===== src/rtl/pwm_pkg.sv =====
package pwm_pkg;
  localparam int CNT_W = 8;
  localparam int LOW_W = 6;
  localparam int PS_W  = 3;
  localparam int PRE_W = (1 << PS_W) - 1;
  localparam int HI_W  = CNT_W - LOW_W;

  typedef enum logic [1:0] {
    ADDR_CTRL = 2'd0,
    ADDR_DUTY = 2'd1,
    ADDR_FLAG = 2'd2,
    ADDR_NONE = 2'd3
  } addr_e;

  typedef struct packed {
    logic [PS_W-1:0] presc;
    logic            split;
    logic            reload8;
    logic            clr;
    logic            run;
    logic            outEn;
  } ctrl_t;

  typedef struct packed {
    logic tick;
    logic clear;
    logic loadIdle;
  } strobe_t;
endpackage


===== src/rtl/pwm_ctrl.sv =====
module pwm_ctrl
  import pwm_pkg::*;
(
  input  logic             clk,
  input  logic             rstN,
  input  logic             wrEn,
  input  logic [1:0]       wrAddr,
  input  logic [CNT_W-1:0] wrData,
  input  logic             wrapEvt,
  output ctrl_t            ctrlQ,
  output logic [CNT_W-1:0] dutyShadow,
  output logic             ovfFlag,
  output strobe_t          strb
);
  logic [PRE_W-1:0] preCnt;
  logic [PRE_W-1:0] preMask;
  logic ctrlWr, dutyWr, flagClrWr, tickNow;

  assign ctrlWr    = wrEn && (wrAddr == ADDR_CTRL);
  assign dutyWr    = wrEn && (wrAddr == ADDR_DUTY);
  assign flagClrWr = wrEn && (wrAddr == ADDR_FLAG) && wrData[0];

  always_comb begin
    for (int i = 0; i < PRE_W; i++) begin
      preMask[i] = (i < int'(ctrlQ.presc));
    end
  end

  assign tickNow = ctrlQ.run && !ctrlQ.clr && ((preCnt & preMask) == preMask);

  always_comb begin
    strb.tick     = tickNow;
    strb.clear    = ctrlQ.clr;
    strb.loadIdle = !ctrlQ.run || ctrlQ.clr;
  end

  always_ff @(posedge clk or negedge rstN) begin
    if (!rstN) begin
      ctrlQ <= '0;
    end else if (ctrlWr) begin
      ctrlQ <= ctrl_t'(wrData);
    end else if (ctrlQ.clr) begin
      ctrlQ.clr <= 1'b0;
    end
  end

  always_ff @(posedge clk or negedge rstN) begin
    if (!rstN) begin
      dutyShadow <= '0;
    end else if (dutyWr) begin
      dutyShadow <= wrData;
    end
  end

  always_ff @(posedge clk or negedge rstN) begin
    if (!rstN) begin
      preCnt <= '0;
    end else if (!ctrlQ.run || ctrlQ.clr) begin
      preCnt <= '0;
    end else begin
      preCnt <= preCnt + 1'b1;
    end
  end

  always_ff @(posedge clk or negedge rstN) begin
    if (!rstN) begin
      ovfFlag <= 1'b0;
    end else if (tickNow && wrapEvt) begin
      ovfFlag <= 1'b1;
    end else if (flagClrWr) begin
      ovfFlag <= 1'b0;
    end
  end

  // clear request lasts a single cycle unless rewritten
  assert_clr_selfclear_R3: assert property (@(posedge clk) disable iff (!rstN)
    (ctrlQ.clr && !ctrlWr) |=> !ctrlQ.clr);

  // with division above one, ticks never come back to back
  assert_presc_gap_R1: assert property (@(posedge clk) disable iff (!rstN)
    (tickNow && (ctrlQ.presc != '0) && !ctrlWr) |=> !tickNow);

  // the flag is sticky without a clear command
  assert_flag_sticky_R8: assert property (@(posedge clk) disable iff (!rstN)
    (ovfFlag && !flagClrWr) |=> ovfFlag);
endmodule


===== src/rtl/pwm_datapath.sv =====
module pwm_datapath
  import pwm_pkg::*;
(
  input  logic             clk,
  input  logic             rstN,
  input  ctrl_t            ctrlQ,
  input  strobe_t          strb,
  input  logic [CNT_W-1:0] dutyShadow,
  output logic             wrapEvt,
  output logic             pwmOut
);
  logic [CNT_W-1:0] cnt;
  logic [CNT_W-1:0] dutyAct;
  logic             lowFull, extra, plainHit, splitHit, hit;
  logic [LOW_W:0]   thresh;

  assign lowFull = &cnt[LOW_W-1:0];
  assign wrapEvt = ctrlQ.reload8 ? (&cnt) : lowFull;

  always_ff @(posedge clk or negedge rstN) begin
    if (!rstN) begin
      cnt <= '0;
    end else if (strb.clear) begin
      cnt <= '0;
    end else if (strb.tick) begin
      if (!ctrlQ.split && !ctrlQ.reload8 && lowFull) begin
        cnt <= '0;
      end else begin
        cnt <= cnt + 1'b1;
      end
    end
  end

  always_ff @(posedge clk or negedge rstN) begin
    if (!rstN) begin
      dutyAct <= '0;
    end else if (strb.loadIdle || (strb.tick && wrapEvt)) begin
      dutyAct <= dutyShadow;
    end
  end

  always_comb begin
    extra    = cnt[CNT_W-1:LOW_W] < dutyAct[CNT_W-1:LOW_W];
    thresh   = {1'b0, dutyAct[LOW_W-1:0]} + {{LOW_W{1'b0}}, extra};
    splitHit = {1'b0, cnt[LOW_W-1:0]} < thresh;
    plainHit = cnt < dutyAct;
    hit      = ctrlQ.split ? splitHit : plainHit;
  end

  assign pwmOut = ctrlQ.run && ctrlQ.outEn && hit;

  // without a tick or clear the count does not move
  assert_cnt_hold_R2: assert property (@(posedge clk) disable iff (!rstN)
    (!strb.tick && !strb.clear) |=> $stable(cnt));

  // a clear strobe leaves the counter at zero
  assert_clear_zero_R3: assert property (@(posedge clk) disable iff (!rstN)
    strb.clear |=> (cnt == '0));

  // active duty only moves on a load opportunity
  assert_duty_stable_R10: assert property (@(posedge clk) disable iff (!rstN)
    (!strb.loadIdle && !(strb.tick && wrapEvt)) |=> $stable(dutyAct));
endmodule


===== src/rtl/pwm_prescaled.sv =====
module pwm_prescaled
  import pwm_pkg::*;
(
  input  logic             clk,
  input  logic             rstN,
  input  logic             wrEn,
  input  logic [1:0]       wrAddr,
  input  logic [CNT_W-1:0] wrData,
  input  logic             irqEn,
  output logic             pwmOut,
  output logic             irq,
  output logic             ovfFlag,
  output logic [CNT_W-1:0] ctrlOut
);
  ctrl_t            ctrlQ;
  strobe_t          strb;
  logic [CNT_W-1:0] dutyShadow;
  logic             wrapEvt;

  pwm_ctrl uCtrl (
    .clk(clk), .rstN(rstN), .wrEn(wrEn), .wrAddr(wrAddr), .wrData(wrData),
    .wrapEvt(wrapEvt), .ctrlQ(ctrlQ), .dutyShadow(dutyShadow),
    .ovfFlag(ovfFlag), .strb(strb)
  );

  pwm_datapath uData (
    .clk(clk), .rstN(rstN), .ctrlQ(ctrlQ), .strb(strb),
    .dutyShadow(dutyShadow), .wrapEvt(wrapEvt), .pwmOut(pwmOut)
  );

  assign irq     = ovfFlag && irqEn;
  assign ctrlOut = ctrlQ;
endmodule


===== config.mk =====
export PLATFORM = sky130hd
export DESIGN_NAME = pwm_prescaled
export DESIGN_NICKNAME = d
export VERILOG_FILES = /design/src/rtl/pwm_pkg.sv /design/src/rtl/pwm_ctrl.sv /design/src/rtl/pwm_datapath.sv /design/src/rtl/pwm_prescaled.sv
export SDC_FILE = /design/constraint.sdc
export NUM_CORES = 1
export LEC_CHECK = 0
export BUFFER_PORTS_ARGS = -buffer_cell sky130_fd_sc_hd__buf_4
export CELL_PAD_IN_SITES_DETAIL_PLACEMENT = 1
export CELL_PAD_IN_SITES_GLOBAL_PLACEMENT = 1
export CORE_MARGIN = 4
export CORE_UTILIZATION = 48
export DETAILED_ROUTE_END_ITERATION = 10
export PLACE_DENSITY = 0.92
export SYNTH_ARGS = -nofsm -noshare
export SYNTH_HDL_FRONTEND = slang
export SYNTH_SLANG_ARGS = --single-unit

===== constraint.sdc =====
create_clock -name clk -period 7.8 [get_ports clk]
set_clock_uncertainty 0.2 [all_clocks]
set_input_delay 0.39 -clock clk [delete_from_list [all_inputs] [get_ports clk]]
set_output_delay 0.39 -clock clk [all_outputs]
set_load 0.05 [all_outputs]

==> results of run 1 <==
-- worst paths after layout --
path / endpoint / cells past startpoint
worst max-delay path: pwmOut / 12
max in group asynchronous: uCtrl.ctrlQ[7] / 2
worst min-delay path: uCtrl.ctrlQ[2] / 2
worst min register to register: uCtrl.dutyShadow[2] / 1
worst max register to register: uData.dutyAct[6] / 6
min in group asynchronous: uData.cnt[2] / 2
-- final cells by class --
cell class | instances | area (sq um) | share of cell area (%)
Multi-Input combinational cell | 146 | 1130 | 44.6
Sequential cell | 40 | 1000 | 39.4
Timing Repair Buffer | 25 | 190 | 7.48
Clock buffer | 6 | 72.6 | 2.85
Tap cell | 52 | 65.1 | 2.56
Inverter | 12 | 45.0 | 1.77
Clock inverter | 2 | 35.0 | 1.38
-- cells by family after synthesis --
logic type,synth area share (%)
and+or+nand+nor,15.2
buffers and inverters,3.23
AOI/OAI and AO/OA,11.7
adders and majority gates,9.64
xor gates and xnor gates,3.17
muxes,11.7
DFF,45.4
-- routing by layer --
layer / track usage [%] / up-vias / wire [um]
li1: - / 775 / -
met1: 31.0 / 884 / 2580
met2: 42.1 / 59 / 3230
met3: 6.20 / 14 / 325
met4: 9.90 / 0 / 165
met5: 0 / - / 0
-- through the flow --
stage / hold slack [ns] / cells / total power [mW] / setup WS, ns
floorplan: -0.106 / 201 / 0.440 / 4.07
finish: 0.120 / 283 / 0.691 / 4.17
global route: 0.120 / 283 / 0.733 / 3.88
global placement: 0.198 / 274 / 0.496 / 4.70
detailed placement: 0.194 / 274 / 0.515 / 4.54
CTS: 0.114 / 283 / 0.691 / 4.16
-- flip-flops by register name, indices dropped and copies added (netlist names) --
signal / flops
uData.dutyAct: 8
uData.cnt: 8
uCtrl.ctrlQ: 8
uCtrl.ovfFlag: 1
uCtrl.preCnt: 7
uCtrl.dutyShadow: 8
-- report_power, final --
group	switching, mW	total [mW]	internal [mW]	leakage, nW
registers	0.0551	0.301	0.246	0.506
logic	0.124	0.221	0.0974	0.659
clock network	0.0739	0.169	0.0950	0.0552
-- layout by cell type (no fill, tap or decap), types with 5 or more instances in the layout --
| cell type | Yosys | layout |
|---|---|---|
| o21ai_0 | 10 | 10 |
| a21oi_1 | 10 | 10 |
| a21o_1 | 5 | 5 |
| mux2_2 | 22 | 22 |
| clkbuf_8 | 0 | 5 |
| ha_1 | 17 | 17 |
| nor2_1 | 8 | 8 |
| nand3_1 | 11 | 11 |
| buf_4 | 0 | 24 |
| nand2_1 | 14 | 14 |
| inv_1 | 12 | 12 |
| dfrtp_1 | 40 | 40 |
| xnor2_1 | 6 | 6 |
-- what timing repair did --
item / CTS / global route
hold buffers: 1 / 0
endpoints found under the hold margin: 40 / 0
buffers inserted: 0 / 0
gates resized for setup: 0 / 0
==> flow_metrics.tcl, run 1 <==
set metrics [dict create \
    rsz0062_at_grt "false" \
    r2r-start "uCtrl.ctrlQ[7]" \
    cap_violations 0 \
    startpoint_type "register" \
    htree_levels 2 \
    synthArstFlopShare_pct 100 \
    avgViaCountPerCell 6.12 \
    synth_top_area_share_pct 45.4 \
    synth_nets 232 \
    grt_max_degree 41 \
    finalHoldViolCount 0 \
    std_cell_rows 24 \
    path_max_fanout 4 \
    design_area_sq_um 2540 \
    period_share_pct 46.6 \
    ys_ff_latch 40 \
    firstDrtPassIters 4 \
    slowest_delay_ns 0.43 \
    peakVddDrop_mv 0.176 \
    hp-start "wrData[2]" \
    synthFlopType "dfrtp_1" \
    tightest_slew_ns 0.683 \
    path_clk_slew_ns 0.08 \
    nets 261 \
    antenna_found_initial 0 \
    drc 0 \
    crit_top_cell "ha_1" \
    gp_congestion 0.827 \
    syn_to_final_growth_pct 15.2 \
    power_per_cell_area_nw_per_um2 272 \
    fillerInstances 458 \
    p_leak_nw 1.22 \
    grt.total_usage_pct 25.1 \
    clock_sinks 40 \
    synth_area_leaders "dfrtp_1, mux2_2, ha_1" \
    relSlewSlack_pct 54.2 \
    num_vias 1732 \
    layout-drive-gt1-share_pct 25.5 \
    fmax_mhz 275 \
    cp_data_arrival_time_ns 3.04 \
    dieArea_sq_um 5750 \
    synth_area_per_cell_sq_um 11.0 \
    status "complete, no violations" \
    drtIter0Drc 75 \
    wl_per_cell_um 22.3 \
    start_util_pct 50.0 \
    hold_path_class "input port to register" \
    synth_cells 201 \
    cts_root_buffer "clkbuf_8" \
    cts_buffers 5 \
    clock_latency_ns 0.30 \
    grt_overflow 0 \
    grt_first_pass_wirelength_um 10400 \
    worstSetupEndpointType "primary output" \
    crit_chain "ha_1 -> a21oi_1 -> ha_1 -> ha_1 -> nand3_1 -> xnor2_1 -> ha_1 -> a21o_1 -> a21oi_1 -> a21oi_1 -> nor3_1 -> buf_4" \
    post-synth-top-count-cell "dfrtp_1" \
    cp_top_family "adder cells" \
    cts_tree "yes" \
    core_area_sq_um 4410 \
    min_period_ns 3.63 \
    synth_largest_area_cell "dfrtp_1" \
    io_buffers 24 \
    slew_viol_final 0 \
    crit_slowest_cell "dfrtp_1" \
    cp_num_buf_inv 1 \
    diodes 0 \
    synth_warnings 0 \
    synth_area_sq_um 2210 \
    ios 25 \
    rrSetupSlack_ns 5.28 \
    final_util_pct 57.6 \
    synth_common_cells "dfrtp_1, mux2_2, ha_1" \
    dpl_cell_area_sq_um 2430 \
    synth-edff-count 0 \
    tns_ns 0 \
    setup_violations 0 \
    final_antenna_net_count 0 \
    ys_types 42 \
    path_class "register to primary output" \
    synth-seq-area-share_pct 45.4 \
    critPathRequiredTime_ns 7.21 \
    grt_pass1_vias 1936 \
    die_w_um 75.8 \
    die_h_um 75.8 \
    hpwl_um 4370 \
    clk_path_buf_depth 2 \
    cp-startpoint "uData.cnt[7]" \
    drt-total-wl_um 6300 \
]
(Power assumes the default switching activity.)
==> run 2: changes to the inputs <==
Settings changed: CORE_UTILIZATION 48 to 46, PLACE_DENSITY 0.92 to 0.89.
Clock period 7.8 ns to 3.7 ns, I/O delays scaled along.
==> flow_metrics.tcl, run 2 (synthesized netlist as in run 1, its figures left out) <==
set metrics [dict create \
    cp_top_family "adder cells" \
    path_max_fanout 3 \
    grt_overflow 0 \
    power_per_cell_area_nw_per_um2 567 \
    clk_path_buf_depth 2 \
    start_util_pct 49.0 \
    nets 269 \
    hpwl_um 4060 \
    wl_per_cell_um 23.2 \
    r2r_cells 6 \
    critPathCapture "pwmOut" \
    relSlewSlack_pct 55.4 \
    avgViaCountPerCell 6.14 \
    diodes 0 \
    clock_latency_ns 0.30 \
    cp_num_buf_inv 2 \
    critPathRequiredTime_ns 3.31 \
    io_buffers 24 \
    syn_to_final_growth_pct 18.9 \
    p_leak_nw 1.25 \
    tns_ns 0 \
    cts_root_buffer "clkbuf_8" \
    path_class "register to primary output" \
    drc 0 \
    setup_violations 0 \
    place_ws_ns 0.692 \
    period_share_pct 90.4 \
    tightest_slew_ns 0.666 \
    finalHoldViolCount 0 \
    postCtsSetupBuffers 0 \
    r2r-start "uCtrl.ctrlQ[7]" \
    hold_path_class "input port to register" \
    startpoint_type "register" \
    worstSetupEndpointType "primary output" \
    die_w_um 77.3 \
    cts_tree "yes" \
    htree_levels 2 \
    rsz0062_at_grt "false" \
    rrSetupSlack_ns 1.15 \
    r2r-end "uData.dutyAct[6]" \
    status "complete, no violations" \
    fillerInstances 481 \
    peakVddDrop_mv 0.334 \
    grt_max_degree 41 \
    num_vias 1787 \
    grt_pass1_vias 2035 \
    final_antenna_net_count 0 \
    crit_cells 13 \
    ios 25 \
    drtIter0Drc 85 \
    core_area_sq_um 4500 \
    crit_slowest_cell "dfrtp_1" \
    final_cell_mix "dfrtp_1, buf_4, mux2_2, ha_1, nand2_1" \
    clock_sinks 40 \
    dieArea_sq_um 5970 \
    holdWs_ns 0.0706 \
    path_clk_slew_ns 0.09 \
    min_period_ns 3.35 \
    gp_congestion 0.815 \
    crit_chain "inv_1 -> ha_1 -> a21oi_1 -> ha_1 -> ha_1 -> nand3_1 -> xnor2_1 -> ha_1 -> a21o_1 -> a21oi_1 -> a21oi_1 -> nor3_1 -> buf_4" \
    antenna_found_initial 0 \
    slew_viol_final 0 \
    std_cell_rows 24 \
    cp-startpoint "uData.dutyAct[7]" \
    die_h_um 77.3 \
    slowest_delay_ns 0.38 \
    drt-total-wl_um 6760 \
    fmax_mhz 299 \
    cap_violations 0 \
    cp_data_arrival_time_ns 2.96 \
    firstDrtPassIters 4 \
    grt_first_pass_wirelength_um 11200 \
    final_common_cell "dfrtp_1" \
    timing.final.ws_setup_ns 0.354 \
    layout-drive-gt1-share_pct 24.7 \
    crit_top_cell "ha_1" \
    grt.total_usage_pct 24.5 \
    cts_buffers 5 \
]
==> run 2: report_power, final <==
part	leakage [nW]	internal [mW]	switching, mW
combinational	0.692	0.211	0.270
clock	0.0552	0.201	0.168
sequential	0.506	0.518	0.118
==> run 2: how the worst min path moves through the flow <==
stage | cells after the start | start | slack, ns | to
finish | 3 | wrEn | 0.07 | uCtrl.ovfFlag
global route | 3 | wrEn | 0.08 | uCtrl.ovfFlag
CTS | 3 | wrEn | 0.05 | uCtrl.ovfFlag
detailed placement | 1 | rstN | -0.008 | uData.cnt[1]
global placement | 1 | rstN | -0.007 | uData.cnt[1]
floorplan | 0 | rstN | -0.31 | uCtrl.ctrlQ[0]
==> run 2: layout make-up <==
type	instances	area [sq um]	area share [%]
repair buffers	33	270	10.3
inverters	12	45.0	1.72
flip-flops and latches	40	1000	38.1
clock buffers	6	72.6	2.77
well taps	52	65.1	2.48
multi-input cells	146	1130	43.3
clock inverters	2	35.0	1.34
==> run 2: what timing repair did <==
action	in CTS	in global routing
hold endpoints to repair	56	0
resized for setup	0	0
endpoints found under the setup margin	0	0
hold buffers	9	0
==> run 2: worst min-delay path, cell delays in order <==
cell      delay (ns)
buf_4           0.12
nand4b_1        0.11
a22o_1          0.12
==> run 2: stage by stage <==
stage,area [sq um],utilization (%),total power [mW],cells
5_1_grt,2620,58.3,1.58,291
3_3_place_gp,2430,53.9,1.04,274
4_1_cts,2620,58.3,1.46,291
6_report,2620,58.3,1.49,291
2_1_floorplan,2210,-,0.928,201
3_5_place_dp,2430,53.9,1.09,274
==> run 2: metal layers <==
layer	part of all wire, %	routed length [um]	GRT usage (%)	up-vias
met4	4.1	279	11.9	0
met3	3.9	263	4.92	29
met1	41	2740	28.1	912
met2	51	3480	43.2	57
met5	0	0	0	-
li1	-	-	-	789
